$ cat src/rtl/fag_pkg.sv
package fag_pkg;

  typedef enum logic [1:0] {
    VAR_A    = 2'b00,
    VAR_B    = 2'b01,
    VAR_C    = 2'b10,
    VAR_NONE = 2'b11
  } variant_e;

  // strobes from control to datapath
  typedef struct packed {
    logic capture;
    logic clear;
  } ctrl_t;

  localparam int NUM_WIN = 7;

  // window indices
  localparam int W_ERR_WIDE = 0;  // FE800000..FEFFFFFF
  localparam int W_ERR_MID  = 1;  // FE800000..FEFEFFFF
  localparam int W_ERR_HOLE = 2;  // FEFF0600..FEFF7FFF
  localparam int W_EXC_B    = 3;  // FE004000..FE7FFFFF
  localparam int W_LOW_B    = 4;  // FE000000..FE003FFF
  localparam int W_EXC_C    = 5;  // FE008000..FE7FFFFF
  localparam int W_LOW_C    = 6;  // FE000000..FE007FFF

  function automatic logic [31:0] winLo(input int idx);
    case (idx)
      W_ERR_WIDE: winLo = 32'hFE80_0000;
      W_ERR_MID:  winLo = 32'hFE80_0000;
      W_ERR_HOLE: winLo = 32'hFEFF_0600;
      W_EXC_B:    winLo = 32'hFE00_4000;
      W_LOW_B:    winLo = 32'hFE00_0000;
      W_EXC_C:    winLo = 32'hFE00_8000;
      default:    winLo = 32'hFE00_0000;
    endcase
  endfunction

  function automatic logic [31:0] winHi(input int idx);
    case (idx)
      W_ERR_WIDE: winHi = 32'hFEFF_FFFF;
      W_ERR_MID:  winHi = 32'hFEFE_FFFF;
      W_ERR_HOLE: winHi = 32'hFEFF_7FFF;
      W_EXC_B:    winHi = 32'hFE7F_FFFF;
      W_LOW_B:    winHi = 32'hFE00_3FFF;
      W_EXC_C:    winHi = 32'hFE7F_FFFF;
      default:    winHi = 32'hFE00_7FFF;
    endcase
  endfunction

endpackage

$ cat src/rtl/fag_window.sv
module fag_window #(
  parameter int              ADDR_W = 32,
  parameter logic [ADDR_W-1:0] LO   = '0,
  parameter logic [ADDR_W-1:0] HI   = '1
) (
  input  logic [ADDR_W-1:0] addr,
  output logic              hit
);
  assign hit = (addr >= LO) && (addr <= HI);
endmodule

$ cat src/rtl/fag_ctrl.sv
module fag_ctrl
  import fag_pkg::*;
(
  input  logic  clk,
  input  logic  rstN,
  input  logic  fetchValid,
  output ctrl_t strobes,
  output logic  outValid
);
  always_comb begin
    strobes.capture = fetchValid;
    strobes.clear   = ~fetchValid;
  end

  always_ff @(posedge clk) begin
    if (!rstN) outValid <= 1'b0;
    else       outValid <= fetchValid;
  end
endmodule

$ cat src/rtl/fag_datapath.sv
module fag_datapath
  import fag_pkg::*;
#(
  parameter int ADDR_W     = 32,
  parameter int INSN_BYTES = 4
) (
  input  logic              clk,
  input  logic              rstN,
  input  ctrl_t             strobes,
  input  logic [ADDR_W-1:0] fetchAddr,
  input  logic [1:0]        variantSel,
  input  logic              regionEn,
  output logic [ADDR_W-1:0] outAddr,
  output logic              misalignFlag,
  output logic              accessErr,
  output logic              accessExc
);
  localparam int ALIGN_BITS = $clog2(INSN_BYTES);
  localparam logic [ADDR_W-1:0] LOW_MASK = ADDR_W'(INSN_BYTES - 1);

  logic [ADDR_W-1:0]  alignedAddr;
  logic               rawMis;
  logic [NUM_WIN-1:0] winHit;
  logic               nextMis, nextErr, nextExc;
  variant_e           variant;

  assign alignedAddr = fetchAddr & ~LOW_MASK;
  assign rawMis      = |fetchAddr[ALIGN_BITS-1:0];
  assign variant     = variant_e'(variantSel);

  // one comparator pair per protected window, all on the aligned address
  for (genvar g = 0; g < NUM_WIN; g++) begin : g_win
    fag_window #(
      .ADDR_W(ADDR_W),
      .LO    (ADDR_W'(winLo(g))),
      .HI    (ADDR_W'(winHi(g)))
    ) i_win (
      .addr(alignedAddr),
      .hit (winHit[g])
    );
  end

  // classification: error first, exception only when no error
  always_comb begin
    nextMis = 1'b0;
    nextErr = 1'b0;
    nextExc = 1'b0;
    case (variant)
      VAR_A: begin
        nextErr = rawMis | winHit[W_ERR_WIDE];
      end
      VAR_B: begin
        nextMis = rawMis;
        nextErr = winHit[W_ERR_MID] | winHit[W_ERR_HOLE];
        nextExc = ~nextErr &
                  (winHit[W_EXC_B] | (~regionEn & winHit[W_LOW_B]));
      end
      VAR_C: begin
        nextErr = winHit[W_ERR_WIDE];
        nextExc = ~nextErr &
                  (winHit[W_EXC_C] | (~regionEn & winHit[W_LOW_C]));
      end
      default: ;
    endcase
  end

  always_ff @(posedge clk) begin
    if (!rstN) begin
      outAddr      <= '0;
      misalignFlag <= 1'b0;
      accessErr    <= 1'b0;
      accessExc    <= 1'b0;
    end else if (strobes.capture) begin
      outAddr      <= alignedAddr;
      misalignFlag <= nextMis;
      accessErr    <= nextErr;
      accessExc    <= nextExc;
    end else if (strobes.clear) begin
      misalignFlag <= 1'b0;
      accessErr    <= 1'b0;
      accessExc    <= 1'b0;
    end
  end
endmodule

$ cat src/rtl/fetch_addr_guard.sv
module fetch_addr_guard
  import fag_pkg::*;
#(
  parameter int ADDR_W     = 32,
  parameter int INSN_BYTES = 4
) (
  input  logic              clk,
  input  logic              rstN,
  input  logic              fetchValid,
  input  logic [ADDR_W-1:0] fetchAddr,
  input  logic [1:0]        variantSel,
  input  logic              regionEn,
  output logic              outValid,
  output logic [ADDR_W-1:0] outAddr,
  output logic              misalignFlag,
  output logic              accessErr,
  output logic              accessExc
);
  ctrl_t strobes;

  fag_ctrl i_ctrl (
    .clk       (clk),
    .rstN      (rstN),
    .fetchValid(fetchValid),
    .strobes   (strobes),
    .outValid  (outValid)
  );

  fag_datapath #(
    .ADDR_W    (ADDR_W),
    .INSN_BYTES(INSN_BYTES)
  ) i_dp (
    .clk         (clk),
    .rstN        (rstN),
    .strobes     (strobes),
    .fetchAddr   (fetchAddr),
    .variantSel  (variantSel),
    .regionEn    (regionEn),
    .outAddr     (outAddr),
    .misalignFlag(misalignFlag),
    .accessErr   (accessErr),
    .accessExc   (accessExc)
  );
endmodule

$ cat config.mk
export PLATFORM = sky130hd
export DESIGN_NAME = fetch_addr_guard
export DESIGN_NICKNAME = d
export VERILOG_FILES = /design/src/rtl/fag_pkg.sv /design/src/rtl/fag_window.sv /design/src/rtl/fag_ctrl.sv /design/src/rtl/fag_datapath.sv /design/src/rtl/fetch_addr_guard.sv
export SDC_FILE = /design/constraint.sdc
export NUM_CORES = 1
export LEC_CHECK = 0
export CORE_MARGIN = 3
export CORE_UTILIZATION = 38
export CTS_BUF_LIST = sky130_fd_sc_hd__clkbuf_8 sky130_fd_sc_hd__clkbuf_16
export DETAILED_ROUTE_END_ITERATION = 8
export HOLD_SLACK_MARGIN = 0.12
export PLACE_DENSITY_LB_ADDON = 0.12
export SETUP_SLACK_MARGIN = 0.4
export SYNTH_ARGS = -nofsm -noshare
export SYNTH_HDL_FRONTEND = slang
export SYNTH_SLANG_ARGS = --single-unit
$ cat constraint.sdc
create_clock -name clk -period 1.5 [get_ports clk]
set_input_delay 0.15 -clock clk [delete_from_list [all_inputs] [get_ports clk]]
set_output_delay 0.15 -clock clk [all_outputs]
set_load 0.05 [all_outputs]
* Word level (Yosys, flattened, before mapping) *
Cells that the tools add are included.

operators by class
  muxes and demuxes = 2
  order comparisons = 11
  equal/unequal tests = 2
  bitwise logic cells = 11
  reductions and logical operators = 11

operator list
  cell                                                    number
  less-or-equal comparator 32 bit, second input constant  6
  >= comparator 32 bit, second input constant             5
  logical AND 1 bit                                       7
  bitwise AND 1 bit                                       4
  OR 1 bit                                                4
  NOT 1 bit                                               3
  one-hot mux 1 bit (3 select lines)                      1
  AND reduction 3 bit                                     1
  equality test 2 x 1 -> 1 bit, second input constant     1
  equality test 2 bit, second input constant              1
  logical NOT 2 bit                                       1
  one-hot mux 1 bit (2 select lines)                      1
  AND reduction 2 bit                                     1
  OR reduction 2 bit                                      1

storage, ports and cells
  bits in registers = 34
  input port bits = 38
  output and inout bits = 36
  word-level logic and storage cells = 42

* Longest topological paths before layout *
Gate-level depths: netlist of the first run.

  depth after elaboration = 6
  mapped depth = 5
  mapped depth without buffers = 5

* Modules after synthesis *
A second synthesis of the first run with hierarchy kept.

second synthesis, totals
  cell total of the unflattened synthesis = 185
  area, all modules = 1803.0 um^2

modules (own cells, without submodules)
  module                             seq. area each (um^2)  instances  area an instance (um^2)  cells an instance
  fag_datapath                       660.6                  1          1396.3                   128
  fag_window at i_dp.g_win[2].i_win  0.0                    1          110.1                    15
  fag_window at i_dp.g_win[4].i_win  0.0                    1          53.8                     6
  fag_window at i_dp.g_win[5].i_win  0.0                    1          46.3                     7
  fag_window at i_dp.g_win[1].i_win  0.0                    1          45.0                     7
  fag_window at i_dp.g_win[3].i_win  0.0                    1          45.0                     8
  fag_window at i_dp.g_win[6].i_win  0.0                    1          41.3                     6
  fag_ctrl                           20.0                   1          37.5                     4
  fag_window at i_dp.g_win[0].i_win  0.0                    1          27.5                     4

* Worst setup path before layout of the first run *
Ideal clock, no wire load.

  path kind = input to register
  start point = in variantSel[1]
  end point = reg i_dp.accessErr
  data required time = 1.412 ns
  data arrival time = 0.876 ns
  stages = 5
  buffers on the path = 0
  setup time = 0.088 ns
  slack = 0.536 ns
  path through = inv_1 -> ha_1 -> inv_1 -> a211o_1 -> a311oi_2

on the way
  cells in the longest elaborated chain, start to end = 2
  elaborated cells between the ends (all ways) = 4
  those cells by class = eq/ne: 2; mux: 1; reduce/logical: 1

RTL lines
  item                                         RTL line                RTL
  from (decl)                                  fetch_addr_guard.sv:11  input logic [1:0] variantSel,
  equality test 2 bit (tied with other cells)  fag_datapath.sv:48      case (variant)
  one-hot mux 1 bit (3 select lines) *         fag_datapath.sv:48
  to (signal assigned)                         fag_datapath.sv:76      accessErr <= nextErr;
  to (decl)                                    fag_datapath.sv:15      output logic accessErr,

Every way passes the cells marked *; elsewhere a longest branch is shown, timed or not.
A chain may end at the register's enable or synchronous reset.

* Worst setup path after layout of the first run *
  start point = in fetchAddr[12]
  end point = reg i_dp.accessErr

on the way
  cells in the longest elaborated chain, start to end = 4
  elaborated cells between the ends (all ways) = 11
  those cells by class = order compare: 5; mux: 1; bitwise: 2; reduce/logical: 3

RTL lines
  item                                                                            RTL line                                RTL
  from (decl)                                                                     fetch_addr_guard.sv:10                  input logic [ADDR_W-1:0] fetchAddr,
  >= comparator 32 bit / less-or-equal comparator 32 bit (equally long branches)  fag_window.sv:9                         assign hit = (addr >= LO) && (addr <= HI);
  logical AND 1 bit                                                               fag_window.sv:9
  OR 1 bit (on tied branches)                                                     fag_datapath.sv:54, fag_datapath.sv:50
  one-hot mux 1 bit (3 select lines) *                                            fag_datapath.sv:48

Marks and branches as above.

==> run_results.csv, run 1 <==
group,metric,value,unit
run_status,status,"finished clean",
placement,place_congestion,0.8458,
routing,ant_nets,0,
sta,finClkSkew,0,ns
clock_network,h-tree-depth,2,
routing,drt-vias-per-instance,4.660,
clock_network,tritoncts,"yes",
floorplanning,initial_utilization,0.3976,
global_route,grt_pass1_vias,1112,
synthesis,netlist_area,1478,um2
floorplanning,dieArea,4673,um2
global_route,grt.total_usage,0.1622,
min_path,hp-class,"in2reg",
layout,fill_cells,338,
synthesis,synthCells,138,
clock_network,worstSkewPairLatency,0.28,ns
synthesis,ys_warn_count,0,
sta,finalSetupViolCount,0,
layout,area_delta_synth_final,51.90,%
placement,port_buffers,71,
sta,finalHoldViolCount,0,
critical_path,cp_max_fo,2,
routing,vias,1207,
floorplanning,row_count,22,
global_route,gr-total-overflow,0,
layout,regArea,680.7,um2
critical_path,start_kind,"primary input",
critical_path,required,1.70,ns
synthesis,async_reset_ff_frac,0,
synthesis,synth_edf_count,0,
layout,fin_nets,254,
layout,drive_gt1_frac,0.2417,
sta,fin_crit_sh,0.7158,
synthesis,synth_commonest_cells,"dfxtp_1 (34), mux2i_1 (30), nor2b_1 (30)",
synthesis,ys.flop_type,"dfxtp_1",
synthesis,synth.area.top_cells,"dfxtp_1 (46%), mux2i_1 (20%), nor2b_1 (13%), ha_1 (3.4%), buf_4 (2.5%)",
critical_path,setup.worst_path.end_class,"flop",
run,drv_cap,0,
placement,dp_hpwl,2853,um
placement,place_worst_setup_slack,-0.02373,ns
layout,utilization,0.6040,
pwr,power_density,963.5,nW/um2
floorplanning,io_pins,74,
clock_network,path_clk_slew,0.06,ns
pwr,ir_worst_vdd,454.1,uV
sta,max_freq,931.3,MHz
pwr,p_leak,0.001090,uW
routing,drt_iter0_markers,52,
sta,fin_crit,1.074,ns
sta,setup_slack,0.4263,ns
sta,maxSlewViolCount,0,
global_route,antenna_found_initial,0,
sta,rsz0062_at_grt,"no",
floorplanning,die_x,68.36,um
global_route,grt_max_degree,31,
synthesis,yosys.area.top_type,"dfxtp_1",
routing,drc,0,
synthesis,synth_seq_area_share,0.4606,
floorplanning,fp.dieH,68.36,um
floorplanning,core-area,3716,um2
critical_path,worstSetupPathType,"in2reg",
global_route,grt_pass1_wl,5402,um
clock_network,clockBufferDepth,2,
layout,diodes,0,
synthesis,avgSynthCellArea,10.71,um2
clock_network,clock-root-buffer,"clkbuf_8",
layout,multi_input_area,743.2,um2
clock_network,cts_sinks,34,
clock_network,post_cts_buffers,0,
routing,wire_per_inst,14.07,um
synthesis,ys_types,27,
critical_path,worstPathArrival,1.27,ns
routing,wl,3645,um
routing,firstDrtPassIters,4,
synthesis,yosysMostFrequentCell,"dfxtp_1",
clock_network,cts_buffers,5,
synthesis,synth_top_area_share,0.4606,
synthesis,ys_ff_latch,34,
==> metrics by stage <==
step	cells	TNS, ns	hold slack, ns	cell area [um2]	power, uW
2_1_floorplan	139	0	0.2683	1481	1320
3_3_place_gp	253	0	0.4972	2138	1528
3_5_place_dp	253	-0.04638	0.5042	2138	1540
4_1_cts	259	0	0.2838	2218	2184
5_1_grt	259	0	0.2231	2245	2266
6_report	259	0	0.1973	2245	2163
==> final timing paths <==
path	from	to	slack, ns	cells past startpoint
worst min-delay path	fetchAddr[25]	i_dp.outAddr[25]$_SDFFE_PN0P_	0.20	3
worst min register to register	i_dp.outAddr[9]$_SDFFE_PN0P_	i_dp.outAddr[9]$_SDFFE_PN0P_	0.52	2
worst max-delay path	fetchAddr[12]	i_dp.accessErr$_SDFF_PN0_	0.43	4
worst max register to register	i_dp.outAddr[19]$_SDFFE_PN0P_	i_dp.outAddr[19]$_SDFFE_PN0P_	0.86	2
==> kinds of logic (layout without fill, tap and decap cells) <==
group                    Yosys count  count (layout)  share of synthesized area
AO/OA/AOI/OAI                      9               9                    0.04996
adder cells (fa/ha/maj)            4               4                    0.03387
buffers and inverters             14              86                    0.04911
flip-flops                        34              34                     0.4606
multiplexers                      30              30                     0.2032
other                              1               2                   0.002538
AND/OR/NAND/NOR                   46              46                     0.2007
==> state kept, by name, summed over array words and instances, names as in the netlist <==
name,count
i_dp.accessErr,1
i_dp.outAddr,30
i_dp.misalignFlag,1
i_dp.accessExc,1
i_ctrl.outValid,1
==> cell usage in the layout, fill, tap and decap left out, drive strengths merged <==
cell,n
buf,39
nor4,3
nand3,1
inv,5
nand2b,1
clkbuf,6
nand4b,2
clkdlybuf4s50,22
a211o,1
nor2,3
nor2b,30
dfxtp,34
nand2,2
dlymetal6s2s,7
o31a,1
o211a,1
or2,1
a311oi,1
dlygate4sd2,7
ha,4
conb,2
nor4b,1
a31oi,1
o21ai,3
a21bo,1
mux2i,30
nand4,2
==> routing by layer <==
layer / up-vias / track usage / part of all wire
met5: - / 0 / 0
met4: 0 / 0.07940 / 0.023
met3: 11 / 0.06404 / 0.071
met2: 43 / 0.2671 / 0.50
met1: 539 / 0.1812 / 0.40
li1: 614 / - / -
==> critical path, stage by stage <==
cell             delay, ns
clkdlybuf4s50_1       0.50
nor4_2                0.07
a211o_1               0.31
a311oi_2              0.25
==> repair_timing <==
action,4_1_cts,5_1_grt
endpoints found under the hold margin,0,0
pin swaps,3,6
setup endpoints to repair,2,2
hold buffers,0,0
gates resized for setup,8,8
==> layout make-up <==
| type | instances | share of cell area |
|---|---|---|
| Multi-Input combinational cell | 91 | 0.3311 |
| Inverter | 5 | 0.008361 |
| Timing Repair Buffer | 75 | 0.2938 |
| Clock buffer | 6 | 0.03679 |
| Sequential cell | 34 | 0.3032 |
| Tap cell | 48 | 0.02676 |
==> where the power goes <==
group	internal (uW)	switching [uW]
logic	217	314
registers	954	25.4
clock network	353	299
(Power assumes the default switching activity.)
==> inputs of run 2 (changes only) <==
- clock period: 1.5 -> 1.1 ns (I/O delays scaled with it)
==> run 2 against run 1 <==
Via count increased by 5.6%; non-clock buffer count increased by 12; sequential power increased by 38%; utilization increased by 19 points; cell count increased by 5.4%; first-iteration DRC count decreased by 60%; critical path type is now reg2out; sequential share of layout area decreased by 3.2 points; sequential cell count unchanged.
==> run_results.csv, run 2 (synthesis gave the netlist of run 1 again) <==
group,metric,value,unit
routing,wl,4106,um
pwr,ir_worst_vdd,977.0,uV
clock_network,h-tree-depth,2,
layout,largest_register_ffs,30,
clock_network,clock-root-buffer,"clkbuf_8",
layout,layout_common_cells,"buf_12 (35), nor2b_1 (30), dfxtp_4 (30)",
pwr,pwr-share-clk,0.285,
critical_path,crit_chain,"buf_12",
layout,diodes,0,
layout,top_register,"i_dp.outAddr",
run,drv_cap,0,
sta,setup-tns-final,0,ns
routing,drc,0,
placement,port_buffers,71,
critical_path,worstSetupPathType,"reg2out",
pwr,power_frac_seq,0.419,
critical_path,setup.worst_path.end_class,"output pin",
critical_path,cp_num_buf_inv,1,
routing,vias,1274,
floorplanning,die_x,68.36,um
clock_network,cts_sinks,34,
critical_path,critPathTopFamily,"flip-flops",
routing,ant_nets,0,
layout,fin_nets,266,
routing,drt-vias-per-instance,4.667,
critical_path,cp_slowest_cell,"dfxtp_4",
global_route,antenna_found_initial,0,
sta,fin_crit_sh,0.8099,
critical_path,r2r_slack,0.34,ns
layout,drive_gt1_frac,0.5200,
critical_path,required,0.99,ns
clock_network,clockBufferDepth,2,
sta,finalHoldViolCount,0,
floorplanning,initial_utilization,0.3976,
global_route,grt_pass1_wl,6451,um
routing,firstDrtPassIters,4,
sta,fin_crit,0.8909,ns
pwr,p_leak,0.001265,uW
critical_path,critPathMaxStageDelay,0.36,ns
pwr,p_switching,957.7,uW
layout,fill_cells,240,
pwr,p_comb_frac,0.296,
sta,maxSlewViolCount,0,
floorplanning,dieArea,4673,um2
placement,place_worst_setup_slack,-0.4182,ns
sta,max_freq,1123,MHz
min_path,hp-class,"in2reg",
critical_path,worstPathArrival,0.78,ns
critical_path,cp_max_fo,2,
placement,dp_hpwl,3249,um
global_route,grt_pass1_vias,1350,
run_status,status,"finished clean",
floorplanning,io_pins,74,
global_route,gr-total-overflow,0,
sta,finalSetupViolCount,0,
global_route,grt.total_usage,0.1896,
global_route,grt_max_degree,31,
floorplanning,fp.dieH,68.36,um
routing,wire_per_inst,15.04,um
sta,rsz0062_at_grt,"yes",
clock_network,cts_buffers,5,
placement,place_congestion,0.7490,
floorplanning,row_count,22,
layout,area_delta_synth_final,99.41,%
pwr,intPower,2260,uW
pwr,switching_share,0.2977,
sta,finClkSkew,0,ns
sta,setup_slack,0.2091,ns
floorplanning,core-area,3716,um2
critical_path,start_kind,"flop",
routing,drt_iter0_markers,21,
layout,final_common_cell,"buf_12",
clock_network,worstSkewPairLatency,0.28,ns
clock_network,path_clk_slew,0.07,ns
pwr,power_density,1092,nW/um2
clock_network,tritoncts,"yes",
[run 2: cell types whose count changed in the layout (fill, tap and decap cells not counted), sizes merged, moves of 5 or more]
cell	change
buf	+18
clkdlybuf4s50	-13
dlygate4sd2	+11
dlymetal6s2s	-5
[run 2: through the flow]
step / area, um2 / hold WS, ns / utilization / power (uW) / std cells
2_1_floorplan: 1678 / 0.2283 / - / 1801 / 139
3_3_place_gp: 2804 / 0.5156 / 0.7545 / 2308 / 261
3_5_place_dp: 2804 / 0.5238 / 0.7545 / 2333 / 261
4_1_cts: 2907 / 0.1113 / 0.7822 / 3242 / 272
5_1_grt: 2947 / 0.1169 / 0.7929 / 3380 / 273
6_report: 2947 / 0.1153 / 0.7929 / 3217 / 273
[run 2: timing repair]
item                                   CTS  global route
gates resized for setup                 54            12
pin swaps                               11             6
setup buffers                            3             1
setup endpoints to repair               67            43
endpoints found under the hold margin    1             1
[run 2: layout make-up]
| class | count | area [um2] | area share |
|---|---|---|---|
| tap | 48 | 60.06 | 0.02038 |
| sequential | 34 | 798.3 | 0.2709 |
| clock buffer | 6 | 82.58 | 0.02803 |
| inverter | 5 | 31.28 | 0.01062 |
| timing repair buffer | 87 | 1146 | 0.3890 |
| clock inverter | 2 | 8.758 | 0.002972 |
| multi-input combinational | 91 | 819.5 | 0.2781 |
[run 2: worst paths after layout]
kind                                 start                             to  cells past startpoint
max          i_dp.outAddr[15]$_SDFFE_PN0P_                    outAddr[15]                      1
max reg2reg  i_dp.outAddr[21]$_SDFFE_PN0P_  i_dp.outAddr[21]$_SDFFE_PN0P_                      3
min reg2reg  i_dp.outAddr[11]$_SDFFE_PN0P_  i_dp.outAddr[11]$_SDFFE_PN0P_                      2
min                          fetchAddr[30]  i_dp.outAddr[30]$_SDFFE_PN0P_                      3
[run 2: power by group through the flow]
stage                     clock network (uW)  logic (uW)  registers (uW)
after detailed placement                   0         958            1370
after global routing                    1020        1000            1360
after CTS                                948         947            1350
final                                    918         952            1350
after floorplan                            0         226            1580
after global placement                     0         940            1370
[run 2: layer usage]
metal / track usage / wire length (um) / vias up
met1: 0.2072 / 1571 / 580
met3: 0.05419 / 298 / 8
li1: - / - / 638
met4: 0.08933 / 88 / 0
met2: 0.3345 / 2148 / 48
met5: 0 / 0 / -
==> inputs of run 3 (changes only) <==
- CORE_UTILIZATION: 38 -> 36
- clock period: 1.1 -> 0.8 ns (I/O delays scaled with it)
==> run 3 against run 2 <==
Cell count unchanged; largest cell class unchanged; global-route usage shrank 1.6 points; clock-buffer cell count fell by 1; largest power group unchanged; the flow now finishes with violations (setup timing); sequential cell count is the same; combinational power is 38% higher; critical path type unchanged.
==> run_results.csv, run 3 (synthesis gave the netlist of run 1 again) <==
group,metric,value,unit
min_path,hp-class,"in2reg",
routing,vias,1278,
layout,fin_nets,266,
pwr,ir_worst_vdd,1112,uV
global_route,grtUsageMet1,0.1926,
sta,finalHoldViolCount,0,
critical_path,cp_num_buf_inv,1,
global_route,grt_max_degree,31,
routing,drt_iter0_markers,28,
placement,place_inst,261,
critical_path,crit_chain,"buf_12",
clock_network,clockBufferDepth,2,
critical_path,cp_max_fo,2,
critical_path,critPathMaxStageDelay,0.35,ns
layout,fin_cells,273,
global_route,grt_busiest_layer,"met2",
clock_network,worstSkewPairLatency,0.28,ns
global_route,antenna_found_initial,0,
layout,diodes,0,
clock_network,clock-root-buffer,"clkbuf_8",
pwr,p_leak,0.001261,uW
min_path,min_path_cells,3,
routing,firstDrtPassIters,4,
floorplanning,io_pins,74,
pwr,p_total,4327,uW
clock_network,path_clk_slew,0.07,ns
sta,setup_slack,-0.06026,ns
run_status,violations,"setup timing",
global_route,grt.total_usage,0.1737,
clock_network,cts_buffers,5,
pwr,intPower,3002,uW
critical_path,worstSetupPathType,"reg2out",
critical_path,cp_slowest_cell,"dfxtp_4",
routing,wl,4199,um
floorplanning,fp.dieH,70.07,um
critical_path,start_kind,"flop",
placement,place_congestion,0.7412,
pwr,pwr-share-clk,0.271,
global_route,met2_usage,0.3043,
layout,area_delta_synth_final,98.65,%
critical_path,worstPathArrival,0.78,ns
layout,final_common_cell,"buf_12",
sta,finalSetupViolCount,35,
layout,final_area,2935,um2
sta,rsz0062_at_grt,"yes",
pwr,switching_share,0.3062,
layout,top_register,"i_dp.outAddr",
critical_path,critPathTopFamily,"flip-flops",
pwr,power_density,1474,nW/um2
global_route,grt_pass1_wl,6796,um
placement,dp_hpwl,3235,um
clock_network,cts_sinks,34,
sta,finClkSkew,0,ns
routing,drt-vias-per-instance,4.681,
sta,maxSlewViolCount,0,
critical_path,required,0.72,ns
clock_network,tritoncts,"yes",
global_route,use_met3,0.06187,
layout,layout_common_cells,"buf_12 (35), dfxtp_4 (32), mux2i_1 (30), nor2b_1 (30), dlygate4sd2_1 (15)",
run,drv_cap,0,
global_route,grt_pass1_vias,1387,
sta,fin_crit,0.8603,ns
floorplanning,row_count,22,
routing,ant_nets,0,
clock_network,h-tree-depth,2,
critical_path,ff2ff_path_depth,2,
critical_path,setup.worst_path.end_class,"output pin",
layout,largest_register_ffs,30,
placement,placed_area,2811,um2
placement,port_buffers,71,
routing,wire_per_inst,15.38,um
pwr,p_comb_frac,0.302,
pwr,p_switching,1325,uW
sta,fin_crit_sh,1.075,
run_status,status,"finished with violations",
routing,drc,0,
floorplanning,dieArea,4909,um2
floorplanning,die_x,70.07,um
sta,max_freq,1162,MHz
floorplanning,core-area,3799,um2
pwr,power_frac_seq,0.427,
floorplanning,initial_utilization,0.3890,
global_route,gr-total-overflow,0,
critical_path,cp.depth,1,
layout,drive_gt1_frac,0.5200,
## run 3: cell types whose count changed in the layout (fill, tap and decap cells not counted), sizes merged
cell           change
clkdlybuf4s50      -2
clkdlybuf4s15      +4
buf                -2
clkbuf             +4
clkinv             +1
dlymetal6s2s       -2
dlygate4sd2        -3
## run 3: final cells by class
cell class	count	area, um2
multi-input cells	91	818.3
repair buffers	87	1141
fillers	237	863.3
flip-flops and latches	34	803.3
clock buffers	5	68.82
inverters	5	31.28
well taps	48	60.06
clock inverters	3	12.51
## run 3: stage by stage
stage	utilization	setup slack [ns]	TNS (ns)	hold slack, ns
after global routing	0.7727	-0.08356	-2.579	0.09095
after floorplan	-	0.01526	0	0.1977
final	0.7727	-0.06026	-1.863	0.08304
after detailed placement	0.7401	-0.7376	-10.64	0.3971
after CTS	0.7727	-0.06530	-2.071	0.1187
after global placement	0.7401	-0.6402	-9.979	0.3757
## run 3: layer usage
metal / share of wire / up-vias
met5: 0 / -
met4: 0.020 / 0
met3: 0.076 / 10
met2: 0.50 / 45
met1: 0.40 / 588
li1: - / 635
## run 3: repair_timing
item,4_1_cts,5_1_grt
pin swaps,14,9
endpoints found under the setup margin,68,67
setup buffers,2,2
hold endpoints to repair,1,2
resized for setup,66,12
## run 3: power groups by stage
stage / clock (uW) / sequential, uW / combinational [uW]
global route: 1270 / 1860 / 1370
finish: 1170 / 1850 / 1310
detailed placement: 0 / 1890 / 1320
CTS: 1190 / 1850 / 1310
global placement: 0 / 1880 / 1290
floorplan: 0 / 2160 / 308
## run 3: final timing paths
kind	start	end	slack, ns
min reg2reg	i_dp.outAddr[11]$_SDFFE_PN0P_	i_dp.outAddr[11]$_SDFFE_PN0P_	0.55
max	i_dp.outAddr[21]$_SDFFE_PN0P_	outAddr[21]	-0.06
min	fetchAddr[30]	i_dp.outAddr[30]$_SDFFE_PN0P_	0.08
max reg2reg	i_dp.outAddr[31]$_SDFFE_PN0P_	i_dp.outAddr[31]$_SDFFE_PN0P_	0.13
